$ cat src/rtl/eq_tune_ctrl.sv
module eq_tune_ctrl #(
  parameter int LEVELS = 12,
  parameter int EW_W   = 8,
  parameter int PER_W  = 16,
  parameter int SETTLE = 4
) (
  input  logic             clk,
  input  logic             rst_n,
  input  logic [EW_W-1:0]  ew_data,
  input  logic             ew_valid,
  input  logic [EW_W-1:0]  ew_thresh,
  input  logic             manual_req,
  input  logic             auto_retune,
  input  logic             periodic_en,
  input  logic [PER_W-1:0] period,
  input  logic             err_clr,
  output logic [3:0]       eq_level,
  output logic             busy,
  output logic             eye_err
);
  localparam int LW = 4;
  localparam int CW = $clog2(SETTLE + 1);
  localparam logic [LW-1:0] LAST = LW'(LEVELS - 1);

  logic [LW-1:0]    lvl, best;
  logic [EW_W-1:0]  best_ew;
  logic [CW-1:0]    cnt;
  logic [PER_W-1:0] tmr;
  logic             busy_q, err_q;

  wire low     = ew_valid && (ew_data < ew_thresh) && !busy_q;
  wire per_hit = periodic_en && (period != '0) && !busy_q && (tmr == period - 1'b1);
  wire start   = !busy_q && (manual_req || per_hit || (auto_retune && low));
  wire settled = (cnt == CW'(SETTLE));
  wire take    = busy_q && settled && ew_valid;
  wire better  = (lvl == '0) || (ew_data > best_ew);
  wire last    = (lvl == LAST);
  wire [LW-1:0]   pick    = better ? lvl : best;
  wire [EW_W-1:0] pick_ew = better ? ew_data : best_ew;

  assign eq_level = lvl;
  assign busy     = busy_q;
  assign eye_err  = err_q;

  always_ff @(posedge clk) begin
    if (!rst_n) begin
      lvl <= '0; best <= '0; best_ew <= '0; cnt <= '0; busy_q <= 1'b0;
    end else if (start) begin
      busy_q <= 1'b1; lvl <= '0; cnt <= '0;
    end else if (busy_q) begin
      if (!settled) cnt <= cnt + 1'b1;
      else if (ew_valid) begin
        best <= pick; best_ew <= pick_ew; cnt <= '0;
        if (last) begin
          lvl <= pick; busy_q <= 1'b0;
        end else lvl <= lvl + 1'b1;
      end
    end
  end

  always_ff @(posedge clk) begin
    if (!rst_n || !periodic_en || period == '0 || busy_q || start) tmr <= '0;
    else tmr <= tmr + 1'b1;
  end

  always_ff @(posedge clk) begin
    if (!rst_n) err_q <= 1'b0;
    else if (low) err_q <= 1'b1;
    else if (err_clr || (take && last && pick_ew >= ew_thresh)) err_q <= 1'b0;
  end

  assert_level_range_R1: assert property (@(posedge clk) disable iff (!rst_n)
    eq_level < LW'(LEVELS));
  assert_sweep_from_zero_R2: assert property (@(posedge clk) disable iff (!rst_n)
    $rose(busy) |-> eq_level == '0);
  assert_step_up_R2: assert property (@(posedge clk) disable iff (!rst_n)
    (busy && $past(busy)) |-> (eq_level == $past(eq_level) || eq_level == $past(eq_level) + 1'b1));
  assert_manual_start_R4: assert property (@(posedge clk) disable iff (!rst_n)
    (!busy && manual_req) |=> busy);
  assert_low_sets_err_R6: assert property (@(posedge clk) disable iff (!rst_n)
    (!busy && ew_valid && ew_data < ew_thresh) |=> eye_err);
  assert_auto_retune_R7: assert property (@(posedge clk) disable iff (!rst_n)
    (!busy && auto_retune && ew_valid && ew_data < ew_thresh) |=> busy);
  assert_masked_in_sweep_R8: assert property (@(posedge clk) disable iff (!rst_n)
    (busy && $past(busy) && !$past(eye_err)) |-> !eye_err);
  assert_clear_R9: assert property (@(posedge clk) disable iff (!rst_n)
    (err_clr && !(!busy && ew_valid && ew_data < ew_thresh)) |=> !eye_err);
endmodule

$ cat config.mk
export PLATFORM = sky130hd
export DESIGN_NAME = eq_tune_ctrl
export DESIGN_NICKNAME = d
export VERILOG_FILES = /design/src/rtl/eq_tune_ctrl.sv
export SDC_FILE = /design/constraint.sdc
export NUM_CORES = 1
export LEC_CHECK = 0
export ABC_CLOCK_PERIOD_IN_PS = 3100
export BUFFER_PORTS_ARGS = -buffer_cell sky130_fd_sc_hd__buf_2
export CAP_MARGIN = 0
export CORE_ASPECT_RATIO = 1.2
export CORE_MARGIN = 3
export CORE_UTILIZATION = 52
export CTS_CLUSTER_SIZE = 40
export DETAILED_ROUTE_END_ITERATION = 12
export PLACE_DENSITY = 0.78
export SLEW_MARGIN = 10
export SYNTH_ARGS = -nofsm -noshare
export SYNTH_HDL_FRONTEND = slang
export SYNTH_SLANG_ARGS = --single-unit
export TNS_END_PERCENT = 20
$ cat constraint.sdc
create_clock -name clk -period 3.1 [get_ports clk]
set_clock_uncertainty 0.1 [all_clocks]
set_input_delay 0.155 -clock clk [delete_from_list [all_inputs] [get_ports clk]]
set_output_delay 0.155 -clock clk [all_outputs]
set_load 0.02 [all_outputs]
# Yosys cells after proc, flatten, opt, wreduce, memory -nomap -nowiden
# Index checks and enable logic that the tools add are counted.
dict set report word_totals {
  word_cells 62
  out_inout_bits 6
  inputBits 39
  ff_bits 37
}
dict set report op_classes {
  n_bitwise 2
  magnitude_cmp 3
  eq_ne 4
  add_sub_neg 4
  mux 12
  n_reduce_logical 30
}
# cell count
set op_table {}
lappend op_table {{16-bit by 1-bit adder with 16-bit output, second input constant} 1}
lappend op_table {{16-bit == test} 1}
lappend op_table {{16-bit logical NOT} 1}
lappend op_table {{16-bit nonzero test} 1}
lappend op_table {{16-bit by 1-bit subtractor with 16-bit output, second input constant} 1}
lappend op_table {{1-bit logical AND} 11}
lappend op_table {{8-bit greater-or-equal comparator} 1}
lappend op_table {{8-bit greater-than comparator} 1}
lappend op_table {{1-bit logical OR} 8}
lappend op_table {{8-bit less-than comparator} 1}
lappend op_table {{4-bit two-way mux} 2}
lappend op_table {{8-bit two-way mux} 1}
lappend op_table {{1-bit two-way mux} 7}
lappend op_table {{3-bit two-way mux} 2}
lappend op_table {{4-bit by 1-bit adder with 4-bit output, second input constant} 1}
lappend op_table {{4-bit == test, second input constant} 1}
lappend op_table {{4-bit logical NOT} 1}
lappend op_table {{4-bit AND reduction} 1}
lappend op_table {{3-bit by 1-bit adder with 3-bit output, second input constant} 1}
lappend op_table {{3-bit == test, second input constant} 1}
lappend op_table {{1-bit logical NOT} 3}
lappend op_table {{3-bit AND reduction} 1}
lappend op_table {{2-bit != test, second input constant} 1}
lappend op_table {{1-bit NOT} 2}
lappend op_table {{other kinds (3)} 3}

# Longest topological paths before layout
dict set report depth {
  depth_word 9
  ltp_mapped 16
  depth_no_buf 16
}

# Least setup slack after synthesis
# Ideal clock, no wire load.
dict set report synth_path {
  kind {reg2reg}
  startpoint {register best_ew[5]}
  endpoint {register err_q (netlist: eye_err)}
  synth_period_minus_slack_ns 3.256
  required_time_ns 2.908
  setup_ns 0.092
  stages_incl_launch_ff 16
  arrival_ns 3.064
  slack_ns -0.156
  n_path_buf 0
  cell_sequence {dfxtp_1 inv_1 ha_1 a21o_1 a21o_1 a21oi_1 nor2_1 nor3_2 mux2_2 ha_1 a21o_1 a21oi_1 nor2b_1 o2111ai_1 a21oi_1 o32ai_1}
}
dict set report synth_via {
  elab_chain_cells 7
}
# item line_no
set synth_lines {}
lappend synth_lines {{from (decl)} 26} ;# logic [EW_W-1:0] best_ew;
lappend synth_lines {{from (signal assigned)} 47} ;# lvl <= '0; best <= '0; best_ew <= '0; cnt <= '0; busy_q <= 1'b0;
lappend synth_lines {{from (signal assigned)} 53} ;# best <= pick; best_ew <= pick_ew; cnt <= '0;
lappend synth_lines {{8-bit greater-than comparator} 36} ;# wire better = (lvl == '0) || (ew_data > best_ew);
lappend synth_lines {{1-bit logical OR} 36}
lappend synth_lines {{8-bit two-way mux} 39} ;# wire [EW_W-1:0] pick_ew = better ? ew_data : best_ew;
lappend synth_lines {{via pick_ew[1]} 39}
lappend synth_lines {{8-bit greater-or-equal comparator} 69} ;# else if (err_clr || (take && last && pick_ew >= ew_thresh)) err_q <= 1'b0;
lappend synth_lines {{1-bit logical AND} 69}
lappend synth_lines {{1-bit logical OR} 69}
lappend synth_lines {{2-bit nonzero test (no source line)} --}
lappend synth_lines {{to (signal assigned)} 67} ;# if (!rst_n) err_q <= 1'b0;
lappend synth_lines {{to (signal assigned)} 68} ;# else if (low) err_q <= 1'b1;
lappend synth_lines {{to (signal assigned)} 69}
lappend synth_lines {{to (decl)} 29} ;# logic busy_q, err_q;
# The timed path passes the listed nets, and every way through them passes these cells.
# A chain may end at the register's enable or synchronous reset.

# Final worst setup path
dict set report layout_path {
  startpoint {register best_ew[1]}
  endpoint {register err_q (netlist: eye_err)}
}
dict set report layout_via {
  elab_chain_cells 7
}
# item line_no
set layout_lines {}
lappend layout_lines {{8-bit greater-than comparator} 36}
lappend layout_lines {{1-bit logical OR} 36}
lappend layout_lines {{8-bit two-way mux (*)} 39}
lappend layout_lines {{8-bit greater-or-equal comparator (*)} 69}
lappend layout_lines {{1-bit logical AND (*)} 69}
lappend layout_lines {{1-bit logical OR (*)} 69}
lappend layout_lines {{2-bit nonzero test (no source line) (*)} --}
# Mark *: on every way between the ends. The rest lies on a longest branch, timed or not.

==> reports/metrics.csv <==
metric;value;unit
status;finished clean;
total number of vias;2767;
Least-Margin Pin Slew;0.615;ns
post-route ant nets;0;
PnR worst setup slack;0.0427;ns
final hold vios;0;
crit start category;register;
Slew HR;58.6;%
sequential area share after synthesis;25.7;%
Post-Syn Area;0.00288;mm²
Pwr Density;323;mW/mm²
final critical-path share of the clock period;98.6;%
P_leak;1.45;nW
Synthesized Nets;421;
total of max-cap violations;0;
Synth top area share;25.7;%
Post-synth ARST share;0;%
# placed instances;464;
die width;74.0;µm
peak supply drop;0.208;mV
Synth Area per Inst;8.17;µm²
Post-Layout Cell Count;475;
antenna cells;0;
initial antenna violation count;0;
reg2reg setup slack;0.04;ns
Final Util;64.5;%
most frequent cell after synthesis;dfxtp_1;
routed wire length per instance;14.6;µm
H-tree depth;2;
worst hold path class;in -> reg;
DRC errors left;0;
cts bufs inserted;5;
Crit. End Element;register;
initial core utilization;54.0;%
fmax;0.327;GHz
synth cell count leaders;dfxtp_1 (37), nor2_1 (31), ha_1 (29);
Layout area overhead;19.4;%
ratio of cells with drive above 1 in the final layout;24.9;%
Critical Path RT;3.22;ns
Yosys reg bits;37;
largest net degree at the start of global routing;23;
Setup CP Type;reg -> reg;
Final nets;480;
Gate Count Post-Synth;353;
global-route wire length before repair;11200;µm
Arrival @ worst endpoint;3.17;ns
Worst-Skew Late Latency;0.30;ns
num rows;29;
I/O Pins;45;
Worst Path Max Fanout;6;
Overall Global Routing Usage;22.0;%
clk buf depth;2;
Hold Slack;0.0348;ns
dpl ws;-0.114;ns
min Tclk post-route;3.06;ns
IO Port Bufs;44;
root buffer selected by CTS;clkbuf_8;
Synth cell types;54;
First DRT Iteration DRCs;69;
EDFF count, synth;0;
GP Congestion;0.880;
Die Y-Extent;87.6;µm
CTS clk-pin slew, worst paths;0.09;ns
commonest register cell after synthesis;dfxtp_1;
fillers;470;
DR pass1 iterations;4;
most area-hungry cell type in the Yosys netlist;dfxtp_1;
top cells by area, synth;dfxtp_1 (26%), ha_1 (13%), xor2_1 (6.1%);
Core Region;0.00533;mm²
warnings from Yosys;0;
CTS tree;yes;
# setup viols final;0;
vias in the first global route;2620;
max-slew violations;0;
Final Cell Area;0.00344;mm²
Detail Placement HPWL;5550;µm
unrepaired setup endpoints after global routing;true;
placed cell area;0.00327;mm²
gr ovfl total;0;
Die Area;0.00648;mm²
DR vias/cell;5.83;
Clock Sinks;37;
Routed WL;6940;µm
[final cells by class]
cell class              instances  area [µm²]  share of cell area [%]
clock buffers                   6        82.6                    2.40
clock inverters                 2        37.5                    1.09
inverters                      28         105                    3.05
multi-input cells             277        2030                    58.9
flip-flops and latches         37         746                    21.7
well taps                      62        77.6                    2.25
repair buffers                 63         365                    10.6
[per-layer routing]
layer	vias up	wire (µm)	GRT usage [%]
li1	1385	-	-
met1	1306	2770	23.0
met2	65	3750	42.2
met3	11	314	4.36
met4	0	104	8.24
met5	-	0	0
[report_power, final]
group,leakage [nW],internal [mW],switching (mW)
registers,0.301,0.479,0.00456
clock network,0.0574,0.262,0.183
logic,1.09,0.0818,0.104
total,1.45,0.822,0.291
[state kept, by name, summed over array words and instances (netlist names)]
signal and cells:
tmr 16, best_ew 8, best 4, eq_level 4, cnt 3, busy 1, eye_err 1
[worst paths after layout]
check	from	end	cells past startpoint
setup / recovery	best_ew[1]$_SDFFE_PN0P_	eye_err$_SDFFE_PN0P_	16
hold / removal	ew_data[1]	best_ew[1]$_SDFFE_PN0P_	3
setup reg to reg	best_ew[1]$_SDFFE_PN0P_	eye_err$_SDFFE_PN0P_	16
hold reg to reg	best[1]$_SDFFE_PN0P_	best[1]$_SDFFE_PN0P_	2
[critical path: stages (launching register included)]
cell and delay (ns):
dfxtp_2 0.33, inv_1 0.04, ha_1 0.28, nor2b_1 0.13
o21a_1 0.17, o21ai_2 0.12, a211oi_2 0.10, nor3_4 0.26
mux2i_1 0.24, ha_1 0.24, nand2b_1 0.14, a21o_1 0.18
a21oi_2 0.12, nor2b_1 0.06, o2111ai_1 0.18, a21oi_1 0.09
o32ai_1 0.20
[kinds of logic (layout without fill, tap and decap cells)]
group           count (synthesis)  in the layout  synth area share (%)
fa+ha+maj                      29             29                  12.6
xor+xnor                       33             33                  10.0
simple gates                  139            139                  27.0
compound gates                 65             65                  15.0
flops                          37             37                  25.7
buf+inv                        39             99                  5.64
mux                            11             11                  4.12
[what timing repair did]
| action | CTS | global route |
|---|---|---|
| buffers inserted | 1 | 1 |
| pin swaps | 3 | 4 |
| hold buffers | 1 | 0 |
| resized for setup | 2 | 6 |
| setup endpoints to repair | 1 | 1 |
| hold endpoints to repair | 1 | 0 |
[through the flow]
step | power (mW) | setup TNS (ns)
2_1_floorplan | 0.606 | -0.000684
3_3_place_gp | 0.668 | -0.0185
3_5_place_dp | 0.675 | -0.114
4_1_cts | 1.12 | 0
5_1_grt | 1.16 | -0.158
6_report | 1.11 | 0
[cell usage in the layout (no fill, tap or decap), types with 4 or more instances in the layout]
cell      Yosys  routed
or3_1         4       4
a21oi_1      11       9
o31ai_1       6       5
nand2_1      22      22
buf_2         1      44
dfxtp_1      37      33
and3_1        7       7
mux2_2        7       6
mux2i_1       4       4
a31oi_1       5       5
nand4_1      11      11
inv_1        28      27
nand3_1      20      20
o21ai_0      16      15
dfxtp_2       0       4
buf_4         0      18
xor2_1       20      20
nor3_1        7       7
a21o_1        7       7
nor4_1        5       5
xnor2_1      13      13
clkbuf_8      0       6
nor2b_1       8       8
ha_1         29      28
nor2_1       31      29
Power figures use the tool's default switching activity.
